## src/rtl/pcm_port_pkg.sv

```systemverilog
package pcm_port_pkg;
  typedef struct packed {
    logic loadTx;
    logic shiftTx;
    logic idleTx;
    logic captureRx;
    logic finishRx;
  } pcmStrobe_t;
endpackage

```

## src/rtl/pcm_port_ctrl.sv

```systemverilog
module pcm_port_ctrl
  import pcm_port_pkg::*;
#(
  parameter int FRAME_BITS  = 250,
  parameter int WORD_BITS   = 16,
  parameter int HI_CYC      = 6,
  parameter int LO_CYC_A    = 6,
  parameter int LO_CYC_B    = 7,
  parameter int SYNC_STAGES = 2
) (
  input  logic       clk,
  input  logic       rstN,
  input  logic       slaveMode,
  input  logic       pcmClkIn,
  input  logic       pcmSyncIn,
  output logic       bclkOut,
  output logic       syncOut,
  output pcmStrobe_t strobe
);
  localparam int MAX_PH = (HI_CYC > LO_CYC_B) ? HI_CYC : LO_CYC_B;
  localparam int PH_W   = $clog2(MAX_PH + 1);
  localparam int POS_W  = $clog2(FRAME_BITS + 1);
  localparam logic [PH_W-1:0]  HI_LIM  = PH_W'(HI_CYC - 1);
  localparam logic [PH_W-1:0]  LOA_LIM = PH_W'(LO_CYC_A - 1);
  localparam logic [PH_W-1:0]  LOB_LIM = PH_W'(LO_CYC_B - 1);
  localparam logic [POS_W-1:0] LAST_BIT = POS_W'(FRAME_BITS - 1);
  localparam logic [POS_W-1:0] POS_IDLE = POS_W'(FRAME_BITS);
  localparam logic [POS_W-1:0] POS_WORD = POS_W'(WORD_BITS);

  // master divider: fixed high phase, low phase alternating between two lengths
  logic [PH_W-1:0]  phaseCnt, phaseLim;
  logic             bclkReg, loLong, mRise, mFall, syncReg;
  logic [POS_W-1:0] mCnt;

  always_comb phaseLim = bclkReg ? HI_LIM : (loLong ? LOB_LIM : LOA_LIM);

  always_ff @(posedge clk) begin
    if (!rstN) begin
      phaseCnt <= '0;
      bclkReg  <= 1'b0;
      loLong   <= 1'b0;
      mRise    <= 1'b0;
      mFall    <= 1'b0;
      mCnt     <= LAST_BIT;
      syncReg  <= 1'b0;
    end else begin
      mRise <= 1'b0;
      mFall <= 1'b0;
      if (!slaveMode) begin
        if (phaseCnt == phaseLim) begin
          phaseCnt <= '0;
          bclkReg  <= ~bclkReg;
          if (bclkReg) begin
            mFall <= 1'b1;
          end else begin
            mRise   <= 1'b1;
            loLong  <= ~loLong;
            mCnt    <= (mCnt == LAST_BIT) ? '0 : mCnt + 1'b1;
            syncReg <= (mCnt == LAST_BIT);
          end
        end else begin
          phaseCnt <= phaseCnt + 1'b1;
        end
      end
    end
  end

  // slave path: synchroniser and edge detection
  logic [SYNC_STAGES-1:0] clkPipe, syncPipe;
  logic clkLast, sRise, sFall;

  always_ff @(posedge clk) begin
    if (!rstN) begin
      clkPipe  <= '0;
      syncPipe <= '0;
      clkLast  <= 1'b0;
    end else begin
      clkPipe  <= {clkPipe[SYNC_STAGES-2:0], pcmClkIn};
      syncPipe <= {syncPipe[SYNC_STAGES-2:0], pcmSyncIn};
      clkLast  <= clkPipe[SYNC_STAGES-1];
    end
  end

  assign sRise = clkPipe[SYNC_STAGES-1] & ~clkLast;
  assign sFall = ~clkPipe[SYNC_STAGES-1] & clkLast;

  // common frame position tracking
  logic rise, fall, syncLvl, pending;
  logic [POS_W-1:0] pos;

  assign rise    = slaveMode ? sRise : mRise;
  assign fall    = slaveMode ? sFall : mFall;
  assign syncLvl = slaveMode ? syncPipe[SYNC_STAGES-1] : syncReg;

  always_ff @(posedge clk) begin
    if (!rstN) begin
      pos     <= POS_IDLE;
      pending <= 1'b0;
    end else begin
      if (fall) pending <= syncLvl;
      if (rise) begin
        if (pending) begin
          pos     <= POS_W'(1);
          pending <= 1'b0;
        end else if (pos < POS_IDLE) begin
          pos <= pos + 1'b1;
        end
      end
    end
  end

  always_comb begin
    strobe.loadTx    = rise && pending;
    strobe.shiftTx   = rise && !pending && (pos >= POS_W'(1)) && (pos < POS_WORD);
    strobe.idleTx    = rise && !pending && !((pos >= POS_W'(1)) && (pos < POS_WORD));
    strobe.captureRx = fall && (pos >= POS_W'(1)) && (pos <= POS_WORD);
    strobe.finishRx  = fall && (pos == POS_WORD);
  end

  assign bclkOut = bclkReg;
  assign syncOut = syncReg;

  // checker state: cycles spent high in master mode
  logic [PH_W:0] hiRun;
  always_ff @(posedge clk) begin
    if (!rstN)                       hiRun <= '0;
    else if (!bclkReg)               hiRun <= '0;
    else if (!slaveMode)             hiRun <= hiRun + 1'b1;
  end

  assert_highLen_R1: assert property (@(posedge clk) disable iff (!rstN)
    $fell(bclkReg) |-> (hiRun == (PH_W+1)'(HI_CYC)));

  assert_syncRise_R3: assert property (@(posedge clk) disable iff (!rstN)
    $rose(syncReg) |-> $rose(bclkReg));

  assert_syncFall_R3: assert property (@(posedge clk) disable iff (!rstN)
    $fell(syncReg) |-> $rose(bclkReg));

  assert_slaveQuiet_R9: assert property (@(posedge clk) disable iff (!rstN)
    (slaveMode && $past(slaveMode)) |-> ($stable(bclkReg) && $stable(syncReg)));
endmodule

```

## src/rtl/pcm_port_datapath.sv

```systemverilog
module pcm_port_datapath
  import pcm_port_pkg::*;
#(
  parameter int WORD_BITS = 16
) (
  input  logic                        clk,
  input  logic                        rstN,
  input  pcmStrobe_t                  strobe,
  input  logic [WORD_BITS-1:0]        txSample,
  input  logic                        txValid,
  input  logic                        pcmDin,
  output logic                        pcmDout,
  output logic signed [WORD_BITS-1:0] rxSample,
  output logic                        rxValid
);
  logic [WORD_BITS-1:0] txHold, txShift, rxShift;
  logic doutReg;

  always_ff @(posedge clk) begin
    if (!rstN) begin
      txHold  <= '0;
      txShift <= '0;
      doutReg <= 1'b0;
    end else begin
      if (txValid) txHold <= txSample;
      if (strobe.loadTx) begin
        doutReg <= txHold[0];
        txShift <= txHold >> 1;
      end else if (strobe.shiftTx) begin
        doutReg <= txShift[0];
        txShift <= txShift >> 1;
      end else if (strobe.idleTx) begin
        doutReg <= 1'b0;
      end
    end
  end

  always_ff @(posedge clk) begin
    if (!rstN) begin
      rxShift  <= '0;
      rxSample <= '0;
      rxValid  <= 1'b0;
    end else begin
      rxValid <= 1'b0;
      if (strobe.captureRx) rxShift <= {pcmDin, rxShift[WORD_BITS-1:1]};
      if (strobe.finishRx) begin
        rxSample <= $signed({pcmDin, rxShift[WORD_BITS-1:1]});
        rxValid  <= 1'b1;
      end
    end
  end

  assign pcmDout = doutReg;

  assert_rxPulse_R6: assert property (@(posedge clk) disable iff (!rstN)
    rxValid |=> !rxValid);
endmodule

```

## src/rtl/pcm_voice_port.sv

```systemverilog
module pcm_voice_port
  import pcm_port_pkg::*;
#(
  parameter int FRAME_BITS  = 250,
  parameter int WORD_BITS   = 16,
  parameter int HI_CYC      = 6,
  parameter int LO_CYC_A    = 6,
  parameter int LO_CYC_B    = 7,
  parameter int SYNC_STAGES = 2
) (
  input  logic                        clk,
  input  logic                        rstN,
  input  logic                        slaveMode,
  input  logic [WORD_BITS-1:0]        txSample,
  input  logic                        txValid,
  output logic signed [WORD_BITS-1:0] rxSample,
  output logic                        rxValid,
  input  logic                        pcmClkIn,
  input  logic                        pcmSyncIn,
  input  logic                        pcmDin,
  output logic                        pcmClkOut,
  output logic                        pcmSyncOut,
  output logic                        pcmTimingOe,
  output logic                        pcmDout
);
  pcmStrobe_t strobe;

  pcm_port_ctrl #(
    .FRAME_BITS(FRAME_BITS), .WORD_BITS(WORD_BITS), .HI_CYC(HI_CYC),
    .LO_CYC_A(LO_CYC_A), .LO_CYC_B(LO_CYC_B), .SYNC_STAGES(SYNC_STAGES)
  ) uCtrl (
    .clk(clk), .rstN(rstN), .slaveMode(slaveMode),
    .pcmClkIn(pcmClkIn), .pcmSyncIn(pcmSyncIn),
    .bclkOut(pcmClkOut), .syncOut(pcmSyncOut), .strobe(strobe)
  );

  pcm_port_datapath #(.WORD_BITS(WORD_BITS)) uData (
    .clk(clk), .rstN(rstN), .strobe(strobe),
    .txSample(txSample), .txValid(txValid), .pcmDin(pcmDin),
    .pcmDout(pcmDout), .rxSample(rxSample), .rxValid(rxValid)
  );

  assign pcmTimingOe = ~slaveMode;
endmodule

```

## config.mk

```make
export PLATFORM = sky130hd
export DESIGN_NAME = pcm_voice_port
export DESIGN_NICKNAME = d
export VERILOG_FILES = /design/src/rtl/pcm_port_pkg.sv /design/src/rtl/pcm_port_ctrl.sv /design/src/rtl/pcm_port_datapath.sv /design/src/rtl/pcm_voice_port.sv
export SDC_FILE = /design/constraint.sdc
export NUM_CORES = 1
export LEC_CHECK = 0
export CORE_MARGIN = 3
export CORE_UTILIZATION = 52
export CTS_BUF_LIST = sky130_fd_sc_hd__clkbuf_16
export CTS_CLUSTER_DIAMETER = 60
export DETAILED_ROUTE_END_ITERATION = 16
export PLACE_DENSITY = 0.75
export SLEW_MARGIN = 0
export SYNTH_ARGS = -nofsm -noshare
export SYNTH_HDL_FRONTEND = slang
export SYNTH_SLANG_ARGS = --single-unit
```

## constraint.sdc

```tcl
create_clock -name clk -period 4.6 [get_ports clk]
set_input_delay 0.69 -clock clk [delete_from_list [all_inputs] [get_ports clk]]
set_output_delay 0.69 -clock clk [all_outputs]
set_load 0.1 [all_outputs]
```

==> results of run 1 <==
[worst max-delay path by stage]
stage / startpoint / to / slack [ps] / cells after the start
finish: slaveMode / uData.rxSample[13]$_SDFFE_PN0P_ / 1830 / 5
global route: slaveMode / uData.rxSample[4]$_SDFFE_PN0P_ / 1640 / 5
CTS: slaveMode / uData.rxSample[13]$_SDFFE_PN0P_ / 1810 / 5
detailed placement: slaveMode / uData.rxSample[10]$_SDFFE_PN0P_ / 1490 / 5
global placement: slaveMode / uData.rxSample[11]$_SDFFE_PN0P_ / 1570 / 5
floorplan: slaveMode / uData.rxSample[0]$_SDFFE_PN0P_ / 1950 / 7
[cell families (layout without fill, tap and decap cells)]
family | Yosys count | after routing | synth area share, %
AND/OR/NAND/NOR | 135 | 135 | 17.0
AO/OA/AOI/OAI | 71 | 71 | 12.3
flip-flops | 94 | 94 | 47.2
XOR/XNOR | 3 | 3 | 0.659
adder cells (fa/ha/maj) | 6 | 6 | 1.88
multiplexers | 63 | 63 | 15.8
buffers and inverters | 39 | 73 | 5.11
[area by class of cell]
class / count / area (um^2) / share of cell area (%)
timing repair buffer: 46 / 450 / 9.58
tap: 99 / 124 / 2.64
inverter: 11 / 41.3 / 0.879
sequential: 94 / 1880 / 40.0
multi-input combinational: 278 / 1900 / 40.5
clock inverter: 7 / 75.1 / 1.60
clock buffer: 9 / 225 / 4.79
[state kept, by name (all words and copies together) (netlist names)]
signal and count:
uCtrl.bclkOut 1, uCtrl.clkLast 1, uCtrl.clkPipe 2, uCtrl.loLong 1, uCtrl.mCnt 8, uCtrl.mFall 1, uCtrl.mRise 1, uCtrl.pending 1
uCtrl.phaseCnt 3, uCtrl.pos 8, uCtrl.syncOut 1, uCtrl.syncPipe 2, uData.pcmDout 1, uData.rxSample 16, uData.rxShift 15, uData.rxValid 1
uData.txHold 16, uData.txShift 15
[power breakdown]
group	internal (mW)	switching (mW)
Combinational	0.0374	0.0396
Clock	0.423	0.320
Sequential	0.827	0.0101
[through the flow]
step / std cells / total power [mW] / utilization, %
after global routing: 544 / 1.72 / 64.1
after detailed placement: 528 / 0.933 / 60.0
final: 544 / 1.66 / 64.1
after floorplan: 411 / 0.902 / -
after CTS: 544 / 1.67 / 64.1
after global placement: 528 / 0.931 / 60.0
[worst reg2reg max path, delay by kind of cell, from the launching register on]
family | cells | cell delay [ps]
buffers and inverters | 1 | 290
flip-flops | 1 | 1020
AND/OR/NAND/NOR | 1 | 740
AO/OA/AOI/OAI | 2 | 430
[routing by layer]
metal  up-vias  wire, um  track usage, %
met5         -         0               0
met4         0        78            6.38
met3         7       346            5.07
met2        52      3650            29.5
met1      1426      3750            25.0
li1       1510         -               -
[cell usage in the layout (no fill, tap or decap), types with 2 or more instances in the layout]
cell type,count
and3b_1,2
clkdlybuf4s50_1,42
ha_1,6
o211ai_1,3
o21ai_0,7
nor2b_1,4
a21oi_1,25
nand4_1,3
clkbuf_16,9
buf_4,4
nand2b_1,4
nand3_1,13
or4_1,2
nor2_1,31
dfxtp_1,94
or3_1,5
xor2_1,2
mux2i_1,63
clkinv_4,2
and2_1,5
nor3_1,8
a211oi_1,17
o31ai_1,2
inv_1,11
nor4_1,2
a21o_1,2
a211o_1,3
clkinvlp_4,2
nand2_1,45
==> results.sh, run 1 <==
export IMPL_outcome="finished, final reports clean"
export IMPL_clock_skew_final_ps=9.66
export IMPL_wirelength_um=7820
export IMPL_pre_cts_ws_ps=1490
export IMPL_yosysTopAreaCell="dfxtp_1"
export IMPL_whs_ps=443
export IMPL_cts_sinks=94
export IMPL_rows=31
export IMPL_regToRegStartpoint="uCtrl.pending$_SDFF_PN0_"
export IMPL_yosysSeqAreaShare_pct=47.2
export IMPL_numCtsBuffers=9
export IMPL_cts_repair_resized=0
export IMPL_crit_family="buffers and inverters"
export IMPL_r2r_slack_ps=1980
export IMPL_cts_buffer_depth=2
export IMPL_via_per_inst=5.51
export IMPL_core_area_um2=7330
export IMPL_reg2reg_depth=4
export IMPL_crit_buf_inv=2
export IMPL_ioPinCount=44
export IMPL_ys_ff_latch=94
export IMPL_cts_hold_buf=0
export IMPL_cp_end_kind="flop"
export IMPL_htree_levels=3
export IMPL_ant_nets=0
export IMPL_dieArea_um2=8760
export IMPL_drv_slew=0
export IMPL_yosys_most_used_dff="dfxtp_1"
export IMPL_grt_use_total_pct=18.8
export IMPL_powerDensity_nw_per_um2=352
export IMPL_hp_start="uCtrl.clkPipe[0]$_SDFF_PN0_"
export IMPL_netlist_top_cells_area="dfxtp_1 (47%), mux2i_1 (16%), nand2_1 (4.2%)"
export IMPL_final_nets=469
export IMPL_cts_root_buf="clkbuf_16"
export IMPL_synth_edff_count=0
export IMPL_required_ps=4870
export IMPL_insertion_delay_ps=340
export IMPL_max_cap_violations=0
export IMPL_rsz0062_at_grt="false"
export IMPL_post_cts_setup_buffer_count=0
export IMPL_cp_cell_sequence="clkdlybuf4s50_1 > inv_1 > a2bb2oi_1 > or3_1 > mux2i_1"
export IMPL_synthTopCellsByCount="dfxtp_1 (94), mux2i_1 (63), nand2_1 (45), nor2_1 (31), a21oi_1 (25)"
export IMPL_die_h_um=93.6
export IMPL_io_buffers=43
export IMPL_avgRoutedWirePerCell_um=14.4
export IMPL_hold_viol=0
export IMPL_avgSynthCellArea_um2=9.70
export IMPL_clk_pin_slew_ps=70
export IMPL_die_w_um=93.6
export IMPL_max_vdd_ir_drop_mv=0.283
export IMPL_async_flop_share_pct=0
export IMPL_netlist_area_um2=3990
export IMPL_hold_path_class="reg2reg"
export IMPL_fin_crit_sh_pct=60.2
export IMPL_gp_congestion=0.777
export IMPL_nFillCells=616
export IMPL_slowest_delay_ps=800
export IMPL_timing_final_crit_period_ps=2770
export IMPL_min_delay_path_depth=1
export IMPL_worstSetupPathType="in2reg"
export IMPL_crit_path_max_fanout=17
export IMPL_cp_data_arrival_time_ps=3040
export IMPL_detailed_place_area_um2=4400
export IMPL_yosysMostFrequentCell="dfxtp_1"
export IMPL_max_freq_mhz=361
export IMPL_worstHoldEndpoint="uCtrl.clkPipe[1]$_SDFF_PN0_"
export IMPL_dr_pass1_iters=4
export IMPL_fin_area_um2=4700
export IMPL_slowest_stage="or3_1"
export IMPL_drtIter0Drc=181
export IMPL_relSlewSlack_pct=29.5
export IMPL_grt_ovfl_total=0
export IMPL_fin_setup_tns_ps=0
export IMPL_antennaDiodeCount=0
export IMPL_setup_slack_ps=1830
export IMPL_yosys_area_top_type_share_pct=47.2
export IMPL_grt_pass1_wl_um=13200
export IMPL_vias=2995
export IMPL_synthDistinctLibCells=54
export IMPL_p_leak_nw=1.81
export IMPL_dp_hpwl_um=4970
export IMPL_yosysWarningCount=0
export IMPL_cts_tree="yes"
export IMPL_tightestPinTransition_ps=1050
export IMPL_start_util_pct=54.4
export IMPL_start_kind="primary input"
export IMPL_syn_nets=440
export IMPL_synth_cells=411
export IMPL_setup_violations=0
export IMPL_timing_rr_end="uData.txShift[0]$_SDFFE_PN0P_"
export IMPL_drc=0
export IMPL_antenna_found_initial=0
export IMPL_areaGrowthSynthToFinish_pct=17.9
export IMPL_grt_max_degree=52
export IMPL_grt_pass1_vias=2844
export IMPL_layout_drive_gt1_share_pct=6.07
Power figures use the tool's default switching activity.
==> inputs of run 2 (changes only) <==
--- a/config.mk
+++ b/config.mk
@@ -6,7 +6,7 @@
 export NUM_CORES = 1
 export LEC_CHECK = 0
 export CORE_MARGIN = 3
-export CORE_UTILIZATION = 52
+export CORE_UTILIZATION = 50
 export CTS_BUF_LIST = sky130_fd_sc_hd__clkbuf_16
 export CTS_CLUSTER_DIAMETER = 60
 export DETAILED_ROUTE_END_ITERATION = 16
==> constraint.sdc (replaced) <==
create_clock -name clk -period 2.4 [get_ports clk]
set_input_delay 0.36 -clock clk [delete_from_list [all_inputs] [get_ports clk]]
set_output_delay 0.36 -clock clk [all_outputs]
set_load 0.1 [all_outputs]
==> run 2 against run 1 <==
Effect of this change: clock power is 81% higher; clock skew is 2.9 ps lower; first-iteration DRC count is 43% higher; non-clock buffer count is 12 higher; critical path type is now reg2reg; highest routed layer unchanged.
==> results.sh, run 2 (synthesis gave the netlist of run 1 again) <==
export IMPL_outcome="finished, final reports clean"
export IMPL_insertion_delay_ps=340
export IMPL_via_per_inst=5.46
export IMPL_clock_skew_final_ps=6.73
export IMPL_antennaDiodeCount=0
export IMPL_cp_end_kind="flop"
export IMPL_power_mw=3.10
export IMPL_slowest_delay_ps=880
export IMPL_cts_tree="yes"
export IMPL_dpl_cell_count=540
export IMPL_hold_viol=0
export IMPL_antenna_found_initial=0
export IMPL_clk_pin_slew_ps=70
export IMPL_startpoint="uCtrl.pos[3]$_SDFFE_PN1P_"
export IMPL_io_buffers=43
export IMPL_final_nets=481
export IMPL_cts_buffer_depth=2
export IMPL_crit_family="compound AO/OA/AOI/OAI gates"
export IMPL_gp_congestion=0.834
export IMPL_wirelength_um=8000
export IMPL_die_w_um=95.3
export IMPL_fin_setup_tns_ps=0
export IMPL_grt_pass1_wl_um=13700
export IMPL_dieArea_um2=9080
export IMPL_cts_root_buf="clkbuf_16"
export IMPL_crit_path_max_fanout=9
export IMPL_htree_levels=3
export IMPL_post_cts_setup_buffer_count=0
export IMPL_dr_pass1_iters=4
export IMPL_powerDensity_nw_per_um2=653
export IMPL_relSlewSlack_pct=35.3
export IMPL_pre_cts_ws_ps=96.3
export IMPL_max_freq_mhz=475
export IMPL_p_leak_nw=1.91
export IMPL_grt_max_degree=51
export IMPL_hp_start="uCtrl.clkPipe[0]$_SDFF_PN0_"
export IMPL_crit_buf_inv=0
export IMPL_cts_repair_resized=0
export IMPL_cts_sinks=94
export IMPL_cp_cell_sequence="nand4_1 > o32ai_1 > o311ai_0 > nand3_1"
export IMPL_reg_top3="uData.rxSample (16), uData.txHold (16)"
export IMPL_tightestPinTransition_ps=968
export IMPL_dp_hpwl_um=5150
export IMPL_slowest_stage="o32ai_1"
export IMPL_fin_area_um2=4740
export IMPL_start_util_pct=53.3
export IMPL_hold_path_class="reg2reg"
export IMPL_drtIter0Drc=258
export IMPL_avgRoutedWirePerCell_um=14.4
export IMPL_fin_crit_sh_pct=87.8
export IMPL_rows=31
export IMPL_grt_ovfl_total=0
export IMPL_ioPinCount=44
export IMPL_layout_commonest_cell="dfxtp_1"
export IMPL_vias=3038
export IMPL_nFillCells=643
export IMPL_numCtsBuffers=9
export IMPL_timing_final_crit_period_ps=2110
export IMPL_regToRegStartpoint="uCtrl.pos[3]$_SDFFE_PN1P_"
export IMPL_grt_pass1_vias=2895
export IMPL_fin_cells=556
export IMPL_cts_hold_buf=0
export IMPL_ant_nets=0
export IMPL_die_h_um=95.3
export IMPL_setup_slack_ps=293
export IMPL_required_ps=2670
export IMPL_max_cap_violations=0
export IMPL_layout_drive_gt1_share_pct=13.3
export IMPL_start_kind="flop"
export IMPL_whs_ps=441
export IMPL_layout_common_cells="dfxtp_1 (94), mux2i_1 (63), nand2_1 (45)"
export IMPL_drv_slew=0
export IMPL_grt_use_total_pct=19.0
export IMPL_cp_data_arrival_time_ps=2380
export IMPL_setup_violations=0
export IMPL_core_area_um2=7490
export IMPL_detailed_place_area_um2=4460
export IMPL_worstSetupPathType="reg2reg"
export IMPL_drc=0
export IMPL_max_vdd_ir_drop_mv=0.380
export IMPL_areaGrowthSynthToFinish_pct=18.9
export IMPL_finalCoreUtilization_pct=63.3
export IMPL_rsz0062_at_grt="false"
-- run 2: cell count changes in the layout (fill, tap and decap cells not counted), sizes merged --
| cell | previous run | this run |
|---|---|---|
| buf | 4 | 37 |
| bufinv | 1 | 0 |
| clkdlybuf4s50 | 42 | 21 |
| clkinv | 3 | 4 |
| clkinvlp | 2 | 0 |
| inv | 12 | 14 |
-- run 2: worst reg2reg max path, delay by kind of cell, from the launching register on --
kind | cells | cell delay, ps
and+or+nand+nor | 2 | 350
DFF | 1 | 550
AOI/OAI and AO/OA | 2 | 1150
-- run 2: area by class of cell --
type                            count  area [um^2]  area share, %
Clock inverter                      7         56.3           1.19
Inverter                           11         41.3          0.871
Multi-Input combinational cell    278         1900           40.1
Tap cell                           99          124           2.61
Clock buffer                        9          225           4.75
Timing Repair Buffer               58          510           10.8
Sequential cell                    94         1880           39.7
-- run 2: routing by layer --
metal  track usage (%)  wire length (um)
met1              26.0              3710
met2              29.5              3790
met3              3.63               397
met4              7.45               106
met5                 0                 0
-- run 2: path summary, 6_finish.rpt --
path,to,slack [ps],depth (start not counted)
max,uCtrl.pos[6]$_SDFFE_PN1P_,290,4
max reg2reg,uCtrl.pos[6]$_SDFFE_PN1P_,290,4
min,uCtrl.clkPipe[1]$_SDFF_PN0_,440,1
min reg2reg,uCtrl.clkPipe[1]$_SDFF_PN0_,440,1
-- run 2: report_power, final --
part / internal [mW] / total (mW) / switching [mW] / leakage (nW)
clock: 0.719 / 1.34 / 0.622 / 0.142
sequential: 1.58 / 1.60 / 0.0159 / 0.762
combinational: 0.0762 / 0.157 / 0.0807 / 1.01
==> inputs of run 3 (changes only) <==
==> constraint.sdc (replaced) <==
create_clock -name clk -period 2.4 [get_ports clk]
set_input_delay 0.36 -clock clk [delete_from_list [all_inputs] [get_ports clk]]
set_output_delay 0.36 -clock clk [all_outputs]
set_load 0.01 [all_outputs]
==> run 3 against run 2 <==
Effect of this change: maximum frequency is 0.62% lower; global-route usage is 0.48 points higher; clock power rose by 13%; clock skew decreased by 1.2 ps; sequential share of layout area down 0.73 points; die area unchanged; via count fell by 0.16%; total power increased by 5.2%; non-clock buffer count up 1; highest routed layer unchanged.
==> results.sh, run 3 (synthesis gave the netlist of run 1 again) <==
export IMPL_crit_buf_inv=0
export IMPL_power_mw=3.26
export IMPL_htree_levels=3
export IMPL_via_per_inst=5.45
export IMPL_p_leak_nw=1.89
export IMPL_die_w_um=95.3
export IMPL_io_buffers=43
export IMPL_cts_tree="yes"
export IMPL_pre_cts_ws_ps=304
export IMPL_vias=3033
export IMPL_final_nets=482
export IMPL_areaGrowthSynthToFinish_pct=21.1
export IMPL_rows=31
export IMPL_cts_buffer_depth=2
export IMPL_layout_commonest_cell="dfxtp_1"
export IMPL_required_ps=2670
export IMPL_clock_skew_final_ps=5.55
export IMPL_numCtsBuffers=9
export IMPL_setup_violations=0
export IMPL_layout_drive_gt1_share_pct=8.73
export IMPL_crit_path_max_fanout=9
export IMPL_start_util_pct=53.3
export IMPL_cp_data_arrival_time_ps=2390
export IMPL_die_h_um=95.3
export IMPL_rsz0062_at_grt="false"
export IMPL_dieArea_um2=9080
export IMPL_tightestPinTransition_ps=959
export IMPL_cts_repair_resized=0
export IMPL_nFillCells=611
export IMPL_cts_hold_buf=0
export IMPL_timing_final_crit_period_ps=2120
export IMPL_grt_max_degree=44
export IMPL_clk_pin_slew_ps=70
export IMPL_dpl_cell_count=541
export IMPL_cp_cell_sequence="nand4_1 > o32ai_1 > o311ai_0 > nand3_1"
export IMPL_cts_sinks=94
export IMPL_grt_pass1_vias=2956
export IMPL_setup_slack_ps=280
export IMPL_drc=0
export IMPL_outcome="finished, final reports clean"
export IMPL_cp_end_kind="flop"
export IMPL_layout_common_cells="dfxtp_1 (94), mux2i_1 (63), nand2_1 (45)"
export IMPL_drv_slew=0
export IMPL_gp_congestion=0.859
export IMPL_worstSetupPathType="reg2reg"
export IMPL_antenna_found_initial=0
export IMPL_core_area_um2=7490
export IMPL_dr_pass1_iters=4
export IMPL_avgRoutedWirePerCell_um=14.6
export IMPL_hold_path_class="in2reg"
export IMPL_wl_met3_um=350
export IMPL_start_kind="flop"
export IMPL_dp_hpwl_um=5440
export IMPL_slowest_stage="o32ai_1"
export IMPL_crit_family="compound AO/OA/AOI/OAI gates"
export IMPL_hold_viol=0
export IMPL_antennaDiodeCount=0
export IMPL_fin_cells=557
export IMPL_fin_crit_sh_pct=88.3
export IMPL_max_vdd_ir_drop_mv=0.494
export IMPL_insertion_delay_ps=330
export IMPL_powerDensity_nw_per_um2=675
export IMPL_grt_use_total_pct=19.5
export IMPL_slowest_delay_ps=880
export IMPL_cts_root_buf="clkbuf_16"
export IMPL_wirelength_um=8130
export IMPL_whs_ps=415
export IMPL_ff_latch_area_um2=1880
export IMPL_dr_wl_met2_um=3950
export IMPL_post_cts_setup_buffer_count=0
export IMPL_ioPinCount=44
export IMPL_ant_nets=0
export IMPL_grt_ovfl_total=0
export IMPL_relSlewSlack_pct=35.9
export IMPL_fin_setup_tns_ps=0
export IMPL_multi_input_comb_area_um2=1900
export IMPL_highest_layer="met4"
export IMPL_max_freq_mhz=472
export IMPL_reg_top3="uData.rxSample (16), uData.txHold (16)"
export IMPL_drt_met1_wl_um=3780
export IMPL_grt_pass1_wl_um=14000
export IMPL_drtIter0Drc=157
export IMPL_max_cap_violations=0
run 3: cell types whose count changed in the layout (fill, tap and decap cells not counted):
cell,before,now
clkinvlp_4,0,1
clkinv_2,2,0
inv_6,3,1
clkinv_4,1,2
inv_8,1,0
buf_12,2,1
buf_4,34,15
inv_1,10,11
bufinv_16,0,2
clkdlybuf4s50_1,21,42
run 3: worst paths after layout:
check | startpoint | slack (ps) | endpoint | cells past startpoint
worst max-delay path | uCtrl.pos[3]$_SDFFE_PN1P_ | 280 | uCtrl.pos[6]$_SDFFE_PN1P_ | 4
worst min register to register | uCtrl.clkPipe[0]$_SDFF_PN0_ | 440 | uCtrl.clkPipe[1]$_SDFF_PN0_ | 1
worst max register to register | uCtrl.pos[3]$_SDFFE_PN1P_ | 280 | uCtrl.pos[6]$_SDFFE_PN1P_ | 4
worst min-delay path | rstN | 410 | uData.rxSample[10]$_SDFFE_PN0P_ | 3
run 3: cell type report:
type                       count  area share (%)
clock buffer                   9            4.66
clock inverter                 7            2.02
inverter                      11           0.855
multi-input combinational    278            39.4
sequential                    94            39.0
tap                           99            2.56
timing repair buffer          59            11.6
run 3: routing by layer:
layer	global-route usage [%]	up-vias
met5	0	-
met3	5.21	4
li1	-	1528
met2	33.1	66
met4	4.33	0
met1	24.7	1435
run 3: report_power, final:
part | internal [mW] | switching [mW] | leakage [nW]
sequential | 1.58 | 0.0173 | 0.762
clock | 0.916 | 0.595 | 0.157
combinational | 0.0750 | 0.0708 | 0.967
run 3: worst reg2reg max path, stage by stage (launching register included):
cell	delay, ps
dfxtp_1	570
nand4_1	230
o32ai_1	880
o311ai_0	250
nand3_1	140
run 3: stage by stage:
step           util, %  cell area, um^2
2_1_floorplan        -             3990
3_3_place_gp      60.2             4510
3_5_place_dp      60.2             4510
4_1_cts           64.5             4830
5_1_grt           64.5             4830
6_report          64.5             4830
